`config.mk`:
```
export PLATFORM = sky130hd
export DESIGN_NAME = wshift_top
export DESIGN_NICKNAME = d
export VERILOG_FILES = /design/src/rtl/wsh_pkg.sv /design/src/rtl/wsh_fill.sv /design/src/rtl/wsh_slice.sv /design/src/rtl/wsh_bank_dec.sv /design/src/rtl/wsh_merge.sv /design/src/rtl/wshift_top.sv
export SDC_FILE = /design/constraint.sdc
export NUM_CORES = 1
export LEC_CHECK = 0
export BUFFER_PORTS_ARGS = -buffer_cell sky130_fd_sc_hd__buf_2
export CAP_MARGIN = 5
export CORE_UTILIZATION = 40
export CTS_BUF_LIST = sky130_fd_sc_hd__clkbuf_4
export CTS_CLUSTER_DIAMETER = 40
export DETAILED_ROUTE_END_ITERATION = 6
export SYNTH_ARGS = -nofsm -noshare
export SYNTH_HDL_FRONTEND = slang
export SYNTH_HIERARCHICAL = 1
export SYNTH_SLANG_ARGS = --single-unit
```
`constraint.sdc`:
```
create_clock -name clk -period 2.4 [get_ports clk]
set_clock_uncertainty 0.1 [all_clocks]
set_input_delay 0.24 -clock clk [delete_from_list [all_inputs] [get_ports clk]]
set_output_delay 0.24 -clock clk [all_outputs]
set_load 0.005 [all_outputs]
```
`src/rtl/wsh_pkg.sv`:
```
package wsh_pkg;
  typedef enum logic [1:0] {
    FILL_ZERO = 2'b00,
    FILL_SIGN = 2'b01,
    FILL_ROT  = 2'b10,
    FILL_ALT  = 2'b11
  } fill_e;
endpackage

```
`src/rtl/wsh_fill.sv`:
```
// Builds the extended word: the data in the low bits, fill bits above it.
module wsh_fill #(
  parameter int W  = 8,
  parameter int XW = 7
) (
  input  logic [W-1:0]     d,
  input  wsh_pkg::fill_e   mode,
  output logic [W+XW-1:0]  ext
);
  assign ext[W-1:0] = d;

  for (genvar i = 0; i < XW; i++) begin : g_fill
    always_comb begin
      case (mode)
        wsh_pkg::FILL_SIGN: ext[W+i] = d[W-1];
        wsh_pkg::FILL_ROT:  ext[W+i] = d[i % W];
        default:            ext[W+i] = 1'b0;
      endcase
    end
  end
endmodule

```
`src/rtl/wsh_slice.sv`:
```
// One slice: each output picks a window bit offset by sel. Gated by an active-low enable.
module wsh_slice #(
  parameter int SW   = 4,
  parameter int SELW = 2
) (
  input  logic [2*SW-2:0] win,
  input  logic [SELW-1:0] sel,
  input  logic            en_n,
  output logic [SW-1:0]   o,
  output logic            drv
);
  assign drv = ~en_n;

  always_comb begin
    for (int n = 0; n < SW; n++) begin
      o[n] = en_n ? 1'b0 : win[n + int'(sel)];
    end
  end
endmodule

```
`src/rtl/wsh_bank_dec.sv`:
```
// Turns the upper shift bits into one active-low enable per bank.
module wsh_bank_dec #(
  parameter int NBANK = 2,
  parameter int BW    = 1
) (
  input  logic [BW-1:0]    hi,
  output logic [NBANK-1:0] en_n
);
  for (genvar k = 0; k < NBANK; k++) begin : g_en
    assign en_n[k] = (int'(hi) != k);
  end
endmodule

```
`src/rtl/wsh_merge.sv`:
```
// Resolves the shared output lines. Disabled slices drive zero, so an OR is enough.
module wsh_merge #(
  parameter int W     = 8,
  parameter int NBANK = 2
) (
  input  logic [NBANK*W-1:0] bus_in,
  output logic [W-1:0]       y
);
  always_comb begin
    y = '0;
    for (int k = 0; k < NBANK; k++) y = y | bus_in[k*W +: W];
  end
endmodule

```
`src/rtl/wshift_top.sv`:
```
module wshift_top #(
  parameter int SLICE_W = 4,
  parameter int N_SLICE = 2,
  parameter int N_BANK  = 2,
  localparam int WIDTH  = SLICE_W * N_SLICE,
  localparam int SELW   = $clog2(SLICE_W),
  localparam int BW     = $clog2(N_BANK),
  localparam int AW     = SELW + BW
) (
  input  logic             clk,
  input  logic             rst,
  input  logic [WIDTH-1:0] din,
  input  logic [AW-1:0]    amt,
  input  logic [1:0]       mode,
  output logic [WIDTH-1:0] dout
);
  localparam int XW = N_BANK * SLICE_W - 1;
  localparam int WINW = 2 * SLICE_W - 1;

  logic [WIDTH+XW-1:0]       ext;
  logic [N_BANK-1:0]         bank_en_n;
  logic [N_BANK*WIDTH-1:0]   bank_out;
  logic [N_BANK*N_SLICE-1:0] slice_drv;
  logic [N_BANK-1:0]         bank_drv;
  logic [WIDTH-1:0]          merged;

  wsh_fill #(.W(WIDTH), .XW(XW)) u_fill (
    .d(din), .mode(wsh_pkg::fill_e'(mode)), .ext(ext)
  );

  wsh_bank_dec #(.NBANK(N_BANK), .BW(BW)) u_dec (
    .hi(amt[AW-1:SELW]), .en_n(bank_en_n)
  );

  for (genvar k = 0; k < N_BANK; k++) begin : g_bank
    for (genvar b = 0; b < N_SLICE; b++) begin : g_slice
      wsh_slice #(.SW(SLICE_W), .SELW(SELW)) u_slice (
        .win (ext[(b + k) * SLICE_W +: WINW]),
        .sel (amt[SELW-1:0]),
        .en_n(bank_en_n[k]),
        .o   (bank_out[k*WIDTH + b*SLICE_W +: SLICE_W]),
        .drv (slice_drv[k*N_SLICE + b])
      );
    end
    assign bank_drv[k] = slice_drv[k*N_SLICE];
  end

  wsh_merge #(.W(WIDTH), .NBANK(N_BANK)) u_merge (
    .bus_in(bank_out), .y(merged)
  );

  always_ff @(posedge clk) begin
    if (rst) dout <= '0;
    else     dout <= merged;
  end

  assert_one_bank_R3: assert property (@(posedge clk) disable iff (rst)
    $onehot(bank_drv));
  assert_bank_pick_R3: assert property (@(posedge clk) disable iff (rst)
    bank_drv[amt[AW-1:SELW]]);
  assert_reset_clear_R1: assert property (@(posedge clk)
    rst |=> (dout == '0));
  assert_zero_pass_R2: assert property (@(posedge clk) disable iff (rst)
    (amt == '0) |=> (dout == $past(din)));
  assert_sign_keep_R6: assert property (@(posedge clk) disable iff (rst)
    (mode == 2'b01) |=> (dout[WIDTH-1] == $past(din[WIDTH-1])));
  assert_zero_top_R5: assert property (@(posedge clk) disable iff (rst)
    (mode == 2'b00 && amt != '0) |=> (dout[WIDTH-1] == 1'b0));
  assert_rot_count_R7: assert property (@(posedge clk) disable iff (rst)
    (mode == 2'b10) |=> ($countones(dout) == $countones($past(din))));
endmodule

```
==> impl_metrics.toml <==
[run_status]
status = "completed"

[timing]
fin_ws_ns = 0.324
slew_headroom_pct = 60.3
hold_viol_final = 0
setup_tns_ns = 0
setup_viol = 0
period_needed_ns = 2.08
fmaxAchievable_mhz = 482
tightest_slew_ns = 0.595
slew_violations = 0
rsz0062_at_grt = "no"
fin_crit_sh_pct = 86.5
hold_slack_ns = 0.169

[global_route]
grt_pass1_wl_um = 4730
grt_overflow = 0
track_usage_pct = 17.2
grt_pass1_vias = 1010
grt_max_degree = 21
antenna_found_initial = 0

[clocking]
cts_sinks = 8
cts_resized = 0
numCtsBuffers = 3
cts_buffer_depth = 2
hold_buffers = 0
cts_tree = "done"
root_buffer = "clkbuf_4"
path_clk_slew_ns = 0.05
htreeDepth = 1
post-cts-setup-buffers = 0

[pwr]
p_total_uw = 465
peakVddDrop_mv = 0.106
powerDensity_mw_per_mm2 = 323
leakage_nw = 0.661

[logic_synthesis]
synth_cell_types = 19
async_flop_share_pct = 0
yosys_warnings = 6
ys_seq_area_share_pct = 12.0
syn_area_per_cell_sq_um = 9.50
syn_area_sq_mm = 0.00134
synth_cells = 141
syn_nets = 166
ys_seq_elements = 8
synth-edff-count = 0
yosys_most_used_dff = "dfxtp_1"

[drt]
wl_um = 2710
firstDrtPassIters = 4
drt_iter0_markers = 24
vias = 1056
post_drt_wl_per_cell_um = 13.5
final_antenna_net_count = 0
drc = 0
viasPerCell = 5.28

[placed_design]
gp_congestion = 0.833
dpl-instance-area_sq_mm = 0.00142
dp_cells = 197
pre_cts_slack_ns = 0.102
io_buffers = 22
place_hpwl_um = 2140

[critical_path]
required_ns = 2.48
path_max_fanout = 9
crit_start = "mode[0]"
arrival_ns = 2.15
critical_path_class = "primary input to register"
start_kind = "primary input"
crit_end = "dout[5]"
endpoint_kind = "register"

[floorplan]
start_util_pct = 42.8
io_pins = 23
rows = 20
die_y_um = 59.9
core_region_area_sq_mm = 0.00313
die_w_um = 59.9
dieArea_sq_mm = 0.00359

[final_layout]
stdcell_count = 200
n_antenna_cell = 0
regMostFlops = "dout"
design_area_sq_mm = 0.00144
layout.nets = 183
n_fill_cell = 307
syn2layout_area_growth_pct = 7.28
finish.utilization_pct = 46.0
top_regs = "dout: 8 flops"
largest_register_ffs = 8
drive_above_1_share_pct = 33.3

[hold_path]
hold_class = "primary input to register"

[run]
drv_cap = 0
==> routing by layer <==
layer  global-route usage (%)  part of all wire (%)  vias to the layer above
li1                         -                     -                      528
met1                     23.7                    46                      494
met2                     29.2                    49                       32
met3                    0.866                   4.5                        2
met4                     4.65                  0.55                        0
met5                        0                     0                        -
==> where the power goes <==
part / internal, mW / switching [mW]
clock: 0.0566 / 0.0370
combinational: 0.120 / 0.104
sequential: 0.145 / 0.00211
total: 0.321 / 0.143
==> kinds of logic (layout without fill, tap and decap cells) <==
family	count (synthesis)	after routing	share of synthesized area (%)
fa+ha+maj	10	10	9.34
buf+inv	28	43	12.6
compound gates	15	15	7.84
mux	24	24	34.7
flops	8	8	12.0
simple gates	56	56	23.5
==> critical path: stages <==
cell and delay [ns]:
buf_2 0.09, inv_1 0.04, ha_1 0.37, a21oi_1 0.50, mux4_2 0.36, nor2_1 0.04, a311oi_1 0.26, or2_1 0.15
nor2b_1 0.11
==> synthesized netlist by cell type (7+ instances only) <==
master	number	share of area, %
a21oi_1	7	2.6
and2_1	8	3.7
buf_4	9	5.0
dfxtp_1	8	12
ha_1	10	9.3
inv_1	15	4.2
mux2_2	8	6.7
mux4_2	12	20
nand2_1	12	3.4
nor2b_1	12	5.6
or2_1	8	3.7
==> layout make-up <==
class                   instances  area (sq um)  area share, %
flip-flops and latches          8           160           11.1
repair buffers                 25           133           9.23
multi-input cells             105          1010           70.3
inverters                      15          56.3           3.92
well taps                      44          55.1           3.83
clock buffers                   3          22.5           1.57
==> worst min path at each step <==
stage                     start      end  slack, ns  cells after the start
after global placement      rst  dout[4]       0.42                      2
after CTS                   rst  dout[0]       0.16                      2
after floorplan             rst  dout[0]       0.21                      1
after detailed placement    rst  dout[0]       0.42                      2
after global routing        rst  dout[3]       0.19                      2
final                       rst  dout[0]       0.17                      2
==> layout by cell type, fill, tap and decap left out <==
cell and instances:
nor2_1 4, nand2b_1 4, mux4_2 12, a21oi_1 7, inv_1 15, mux2_2 8, and2b_2 4, buf_2 22
nor2b_1 12, nor3_1 4, and2_1 8, clkbuf_4 3, nand2_1 12, or2_1 8, a221oi_1 4, buf_4 3
a311oi_1 4, ha_1 10, mux4_1 4, dfxtp_1 8
(Power assumes the default switching activity.)
